--- config.mk ---
export PLATFORM = sky130hd
export DESIGN_NAME = tuple_dispatch
export DESIGN_NICKNAME = d
export VERILOG_FILES = /design/src/rtl/tdisp_pkg.sv /design/src/rtl/tdisp_unpack.sv /design/src/rtl/tdisp_hash.sv /design/src/rtl/tdisp_route.sv /design/src/rtl/tuple_dispatch.sv
export SDC_FILE = /design/constraint.sdc
export NUM_CORES = 1
export LEC_CHECK = 0
export BUFFER_PORTS_ARGS = -buffer_cell sky130_fd_sc_hd__clkbuf_2
export CORE_ASPECT_RATIO = 1.2
export CORE_MARGIN = 1.5
export CORE_UTILIZATION = 50
export CTS_CLUSTER_SIZE = 25
export DETAILED_ROUTE_END_ITERATION = 6
export HOLD_SLACK_MARGIN = 0.15
export PLACE_DENSITY = 0.83
export SYNTH_ARGS = -nofsm -noshare
export SYNTH_HDL_FRONTEND = slang
export SYNTH_HIERARCHICAL = 1
export SYNTH_SLANG_ARGS = --single-unit
--- constraint.sdc ---
create_clock -name clk -period 8.63 [get_ports clk]
set_input_delay 1.2945 -clock clk [delete_from_list [all_inputs] [get_ports clk]]
set_output_delay 1.2945 -clock clk [all_outputs]
set_load 0.01 [all_outputs]
--- src/rtl/tdisp_pkg.sv ---
package tdisp_pkg;
   localparam int TUPLE_W = 64;
   localparam int KEY_W   = 32;
   localparam int PAY_W   = 32;

   typedef struct packed {
      logic [KEY_W-1:0] key;
      logic [PAY_W-1:0] payload;
   } tuple_t;
endpackage

--- src/rtl/tdisp_unpack.sv ---
module tdisp_unpack
   import tdisp_pkg::*;
#(
   parameter int LANES = 4,
   localparam int CNT_W = $clog2(LANES + 1),
   localparam int IDX_W = (LANES > 1) ? $clog2(LANES) : 1
) (
   input  logic                      clk,
   input  logic                      rst_n,
   input  logic                      in_valid,
   output logic                      in_ready,
   input  logic [LANES*TUPLE_W-1:0]  in_data,
   input  logic                      in_last,
   input  logic [CNT_W-1:0]          in_count,
   output logic                      cur_valid,
   output tuple_t                    cur_tuple,
   input  logic                      cur_take
);
   localparam logic [CNT_W-1:0] FULL_CNT = CNT_W'(LANES);
   localparam logic [CNT_W-1:0] ONE_CNT  = CNT_W'(1);

   logic [LANES*TUPLE_W-1:0] word_q;
   logic                     full_q;
   logic [CNT_W-1:0]         idx_q;
   logic [CNT_W-1:0]         lim_q;
   logic [CNT_W-1:0]         eff_cnt;
   logic                     last_take;
   logic                     accept;
   tuple_t                   lane_t [LANES];

   for (genvar g = 0; g < LANES; g++) begin : g_lane
      assign lane_t[g] = word_q[g*TUPLE_W +: TUPLE_W];
   end

   always_comb begin
      if (!in_last)                eff_cnt = FULL_CNT;
      else if (in_count > FULL_CNT) eff_cnt = FULL_CNT;
      else                          eff_cnt = in_count;
   end

   assign last_take = cur_take && (idx_q == (lim_q - ONE_CNT));
   assign in_ready  = !full_q || last_take;
   assign accept    = in_valid && in_ready;
   assign cur_valid = full_q;
   assign cur_tuple = lane_t[idx_q[IDX_W-1:0]];

   always_ff @(posedge clk) begin
      if (!rst_n) begin
         word_q <= '0;
         full_q <= 1'b0;
         idx_q  <= '0;
         lim_q  <= '0;
      end else if (accept) begin
         word_q <= in_data;
         idx_q  <= '0;
         lim_q  <= eff_cnt;
         full_q <= (eff_cnt != '0);
      end else if (cur_take) begin
         idx_q <= idx_q + ONE_CNT;
         if (last_take) full_q <= 1'b0;
      end
   end

   // a stored word stays untouched until its last tuple leaves
   a_r7_no_overwrite: assert property (@(posedge clk) disable iff (!rst_n)
      (full_q && !last_take) |=> ($stable(word_q) && $stable(lim_q) && full_q));

   // the lane index never reaches the lane limit while a word is held
   a_r8_index_bound: assert property (@(posedge clk) disable iff (!rst_n)
      full_q |-> (idx_q < lim_q));
endmodule

--- src/rtl/tdisp_hash.sv ---
module tdisp_hash #(
   parameter int WRITERS   = 4,
   parameter int HASH_BITS = 8,
   localparam int SEL_W = (WRITERS > 1) ? $clog2(WRITERS) : 1
) (
   input  logic [HASH_BITS-1:0] hkey,
   output logic [SEL_W-1:0]     widx
);
   localparam bit IS_POW2 = ((WRITERS & (WRITERS - 1)) == 0);

   if (IS_POW2) begin : g_pow2
      localparam logic [HASH_BITS-1:0] MASK = HASH_BITS'(WRITERS - 1);
      assign widx = SEL_W'(hkey & MASK);
   end else begin : g_mod
      assign widx = SEL_W'(32'(hkey) % 32'(WRITERS));
   end
endmodule

--- src/rtl/tdisp_route.sv ---
module tdisp_route #(
   parameter int WRITERS = 4,
   localparam int SEL_W = (WRITERS > 1) ? $clog2(WRITERS) : 1
) (
   input  logic               clk,
   input  logic               rst_n,
   input  logic               cur_valid,
   input  logic               is_hot,
   input  logic [SEL_W-1:0]   widx,
   input  logic [WRITERS-1:0] wr_ready,
   input  logic               sk_ready,
   output logic [WRITERS-1:0] wr_valid,
   output logic               sk_valid,
   output logic               take
);
   assign sk_valid = cur_valid && is_hot;

   for (genvar g = 0; g < WRITERS; g++) begin : g_wr
      assign wr_valid[g] = cur_valid && !is_hot && (widx == SEL_W'(g));
   end

   assign take = (sk_valid && sk_ready) || (|(wr_valid & wr_ready));

   // the hash unit always names an existing writer
   a_r4_writer_in_range: assert property (@(posedge clk) disable iff (!rst_n)
      (cur_valid && !is_hot) |-> (32'(widx) < WRITERS));
endmodule

--- src/rtl/tuple_dispatch.sv ---
module tuple_dispatch
   import tdisp_pkg::*;
#(
   parameter int LANES     = 4,
   parameter int WRITERS   = 4,
   parameter int HASH_BITS = 8,
   localparam int CNT_W = $clog2(LANES + 1),
   localparam int SEL_W = (WRITERS > 1) ? $clog2(WRITERS) : 1
) (
   input  logic                     clk,
   input  logic                     rst_n,
   input  logic                     hot_en,
   input  logic [KEY_W-1:0]         hot_key,
   input  logic                     in_valid,
   output logic                     in_ready,
   input  logic [LANES*TUPLE_W-1:0] in_data,
   input  logic                     in_last,
   input  logic [CNT_W-1:0]         in_count,
   output logic [TUPLE_W-1:0]       out_tuple,
   output logic [WRITERS-1:0]       wr_valid,
   input  logic [WRITERS-1:0]       wr_ready,
   output logic                     sk_valid,
   input  logic                     sk_ready
);
   initial begin
      assert (LANES >= 1) else $error("LANES must be at least 1");
      assert (WRITERS >= 1) else $error("WRITERS must be at least 1");
      assert (HASH_BITS >= SEL_W && HASH_BITS <= KEY_W)
         else $error("HASH_BITS out of range");
   end

   tuple_t           cur_tuple;
   logic             cur_valid;
   logic             take;
   logic             is_hot;
   logic [SEL_W-1:0] widx;

   tdisp_unpack #(.LANES(LANES)) i_unpack (
      .clk       (clk),
      .rst_n     (rst_n),
      .in_valid  (in_valid),
      .in_ready  (in_ready),
      .in_data   (in_data),
      .in_last   (in_last),
      .in_count  (in_count),
      .cur_valid (cur_valid),
      .cur_tuple (cur_tuple),
      .cur_take  (take)
   );

   tdisp_hash #(.WRITERS(WRITERS), .HASH_BITS(HASH_BITS)) i_hash (
      .hkey (cur_tuple.key[HASH_BITS-1:0]),
      .widx (widx)
   );

   assign is_hot = hot_en && (cur_tuple.key == hot_key);

   tdisp_route #(.WRITERS(WRITERS)) i_route (
      .clk       (clk),
      .rst_n     (rst_n),
      .cur_valid (cur_valid),
      .is_hot    (is_hot),
      .widx      (widx),
      .wr_ready  (wr_ready),
      .sk_ready  (sk_ready),
      .wr_valid  (wr_valid),
      .sk_valid  (sk_valid),
      .take      (take)
   );

   assign out_tuple = cur_tuple;

   // one consumer at most per cycle
   a_r5_one_channel: assert property (@(posedge clk) disable iff (!rst_n)
      $onehot0({sk_valid, wr_valid}));

   // a refused tuple is presented again unchanged
   a_r6_hold_on_stall: assert property (@(posedge clk) disable iff (!rst_n)
      ((sk_valid || (|wr_valid)) && !take) |=>
         ($stable(out_tuple) && (sk_valid || (|wr_valid))));
endmodule

==> impl_metrics.env <==
export IMPL_place_congestion=0.872
export IMPL_core_area_mm2=0.0246
export IMPL_grt_max_degree=246
export IMPL_wl_per_cell_um=17.2
export IMPL_tns_ns=0
export IMPL_yosys_warnings=6
export IMPL_clockBufferDepth=3
export IMPL_fmax_mhz=171
export IMPL_die_h_um=176
export IMPL_antenna_left=0
export IMPL_initial_core_util=0.508
export IMPL_synthXorXnorAreaFrac=0.0271
export IMPL_min_period_ns=5.85
export IMPL_r2r_start="i_unpack/idx_q[0]$_SDFFE_PP0P_"
export IMPL_power_frac_seq=0.455
export IMPL_clock_power_share=0.404
export IMPL_power_mw=2.95
export IMPL_synth_mux_area_frac=0.325
export IMPL_die_area_mm2=0.0260
export IMPL_nets=1891
export IMPL_vias_per_cell=5.29
export IMPL_remaining_drc_errors=0
export IMPL_dp_cells=1884
export IMPL_r2r_setup_slack_ns=3.56
export IMPL_combinationalPowerShare=0.141
export IMPL_worst_slack_ns=2.78
export IMPL_hold_violations=0
export IMPL_yosys_cell_types_count=31
export IMPL_end_kind="output port"
export IMPL_syn2layout_area_growth_pct=21.1
export IMPL_critPathBufInv=3
export IMPL_synth_compound_area_frac=0.00381
export IMPL_fin_cells=1932
export IMPL_crit_family="compound AO/OA/AOI/OAI gates"
export IMPL_post_cts_buffers=0
export IMPL_arrival_ns=4.55
export IMPL_syn_area_per_cell_um2=9.72
export IMPL_critPathLaunch="i_unpack/idx_q[0]$_SDFFE_PP0P_"
export IMPL_grt_pass1_wl_um=51500
export IMPL_io_buffers=370
export IMPL_ioPinCount=371
export IMPL_rsz0062_at_grt="false"
export IMPL_grt_use_total=0.249
export IMPL_synth_area_mm2=0.0125
export IMPL_clk_pin_slew_ns=0.06
export IMPL_root_buffer="clkbuf_16"
export IMPL_finClkSkew_ns=0.0120
export IMPL_route_vias_total=10200
export IMPL_min_path_type="register to register"
export IMPL_p_leak_nw=6.83
export IMPL_synth_top_area_frac=0.421
export IMPL_synth_area_leader_cell="dfxtp_1"
export IMPL_routed_wl_um=33100
export IMPL_intPower_mw=2.21
export IMPL_relSlewSlack=0.246
export IMPL_synth_fa_ha_area_frac=0.00200
export IMPL_dp_hpwl_um=23400
export IMPL_setup_viol=0
export IMPL_maxCapViolCount=0
export IMPL_cts_buffers=27
export IMPL_synth_area_leaders="dfxtp_1 (42%), mux2i_1 (21%), nand2_1 (16%)"
export IMPL_crit_chain="buf_4 > mux4_2 > xor2_1 > nor4_1 > nand3_1 > nor3_2 > or3b_1 > o221ai_2 > inv_1 > o41ai_1 > clkbuf_2"
export IMPL_ir_drop_v=0.000140
export IMPL_htree_levels=1
export IMPL_synth_fp_nets=1589
export IMPL_critPathSlowestCell="dfxtp_4"
export IMPL_cts_sinks=263
export IMPL_grt_pass1_vias=10200
export IMPL_switching_share=0.251
export IMPL_synth_top_family_by_area="multiplexers"
export IMPL_syn_inst=1286
export IMPL_final_util=0.615
export IMPL_dp_slack_ns=3.26
export IMPL_std_cell_rows=63
export IMPL_worst_slew_pin_slew_ns=1.13
export IMPL_die_x_um=147
export IMPL_post_route_period_util=0.678
export IMPL_worstPathRequired_ns=7.34
export IMPL_p_switching_mw=0.740
export IMPL_synth_common_cells="nand2_1 (518), dfxtp_1 (263), mux2i_1 (262)"
export IMPL_crit_type="register to output port"
export IMPL_antenna_found_initial=3
export IMPL_post_cts_resized=0
export IMPL_cts_hold_buf=0
export IMPL_async_flop_share=0
export IMPL_ys_flop_type="dfxtp_1"
export IMPL_pwr_density_cell_mw_per_mm2=195
export IMPL_synth_edf_count=0
export IMPL_status="completed"
export IMPL_synth_seq_cells=263
export IMPL_maxSlewViolCount=0
export IMPL_drive_gt1_frac=0.303
export IMPL_start_kind="register"
export IMPL_drt_pass1_iterations=5
export IMPL_synth_most_common_cell="nand2_1"
export IMPL_synth_seq_area_share=0.421
export IMPL_cp_max_fo=37
export IMPL_synth_simple_gate_area_frac=0.169
export IMPL_max_stage_delay_ns=0.88
export IMPL_hold_start="i_unpack/word_q[131]$_SDFFE_PN0P_"
export IMPL_clock_latency_ns=0.53
export IMPL_drt_iter0_markers=501
export IMPL_cts_tree="done"
export IMPL_overflow=0
## power by group through the flow
stage	Sequential [mW]	Combinational, mW	Clock (mW)
final	1.34	0.417	1.19
after global routing	1.35	0.451	1.27
after CTS	1.34	0.417	1.21
after detailed placement	1.37	0.415	0
after global placement	1.36	0.407	0
after floorplan	1.35	0.290	0
## state kept, by name, indices dropped and copies added, names as in the netlist
name and flops:
i_unpack/cur_valid 1, i_unpack/idx_q 3, i_unpack/lim_q 3, i_unpack/word_q 256
## final timing paths
check             depth (start not counted)                                end
hold / removal                            2  i_unpack/word_q[131]$_SDFFE_PN0P_
setup / recovery                         11                           in_ready
setup reg to reg                         12  i_unpack/word_q[110]$_SDFFE_PN0P_
hold reg to reg                           2  i_unpack/word_q[131]$_SDFFE_PN0P_
## area by class of cell
class | count | area, um2
flip-flops and latches | 263 | 5270
multi-input cells | 916 | 6600
inverters | 4 | 15.0
well taps | 325 | 407
clock buffers | 35 | 736
diodes | 3 | 7.51
clock inverters | 10 | 155
fillers | 2019 | 9460
repair buffers | 376 | 1940
## metrics by stage
step                instance area (um2)  hold WS, ns
floorplan                         12500        0.432
global placement                  14200        0.439
detailed placement                14200        0.445
CTS                               15100        0.454
global route                      15100        0.470
finish                            15100        0.453
## metal layers
layer,share of wire,wire (um),global-route usage,vias to the layer above
met1,0.39,12800,0.288,4826
met3,0.059,1940,0.0388,122
met2,0.50,16400,0.440,372
li1,-,-,-,4908
met4,0.059,1940,0.137,0
met5,0,0,0,-
## cell usage in the layout, fill, tap and decap left out, drive strengths merged
cell type,synthesis,layout
xnor2,4,4
diode,0,3
clkbuf,64,404
xor3,1,1
o221ai,1,1
clkinv,0,4
ha,2,2
mux4,64,64
nor3b,3,3
dfxtp,263,263
or3b,1,1
a21boi,1,1
mux2i,262,262
nand4,1,1
bufinv,0,4
inv,4,4
o31ai,1,1
nor3,2,2
nor2,4,4
nand2b,2,2
nor2b,1,1
and2,1,1
nand3,5,5
buf,39,7
nand2,518,518
nor4,7,7
clkinvlp,0,2
o41ai,2,2
nand3b,1,1
xor2,32,32
## worst register-to-register path, stage by stage (launching register included)
cell and delay, ns:
dfxtp_4 0.88, buf_4 0.42, mux4_2 0.66, xor2_1 0.18, nor4_1 0.06, nand3_1 0.11, nor3_2 0.06, or3b_1 0.44
o221ai_2 0.35, nand2_1 0.11, o41ai_2 0.48, buf_12 0.67, mux2i_1 0.57
## cells by family (layout without fill, tap and decap cells)
| family | after synthesis | in the layout |
|---|---|---|
| fa+ha+maj | 2 | 2 |
| mux | 326 | 326 |
| simple gates | 546 | 546 |
| compound gates | 5 | 5 |
| flops | 263 | 263 |
| other cells | 0 | 3 |
| xor+xnor | 37 | 37 |
| buf+inv | 107 | 425 |
Power figures use the tool's default switching activity.
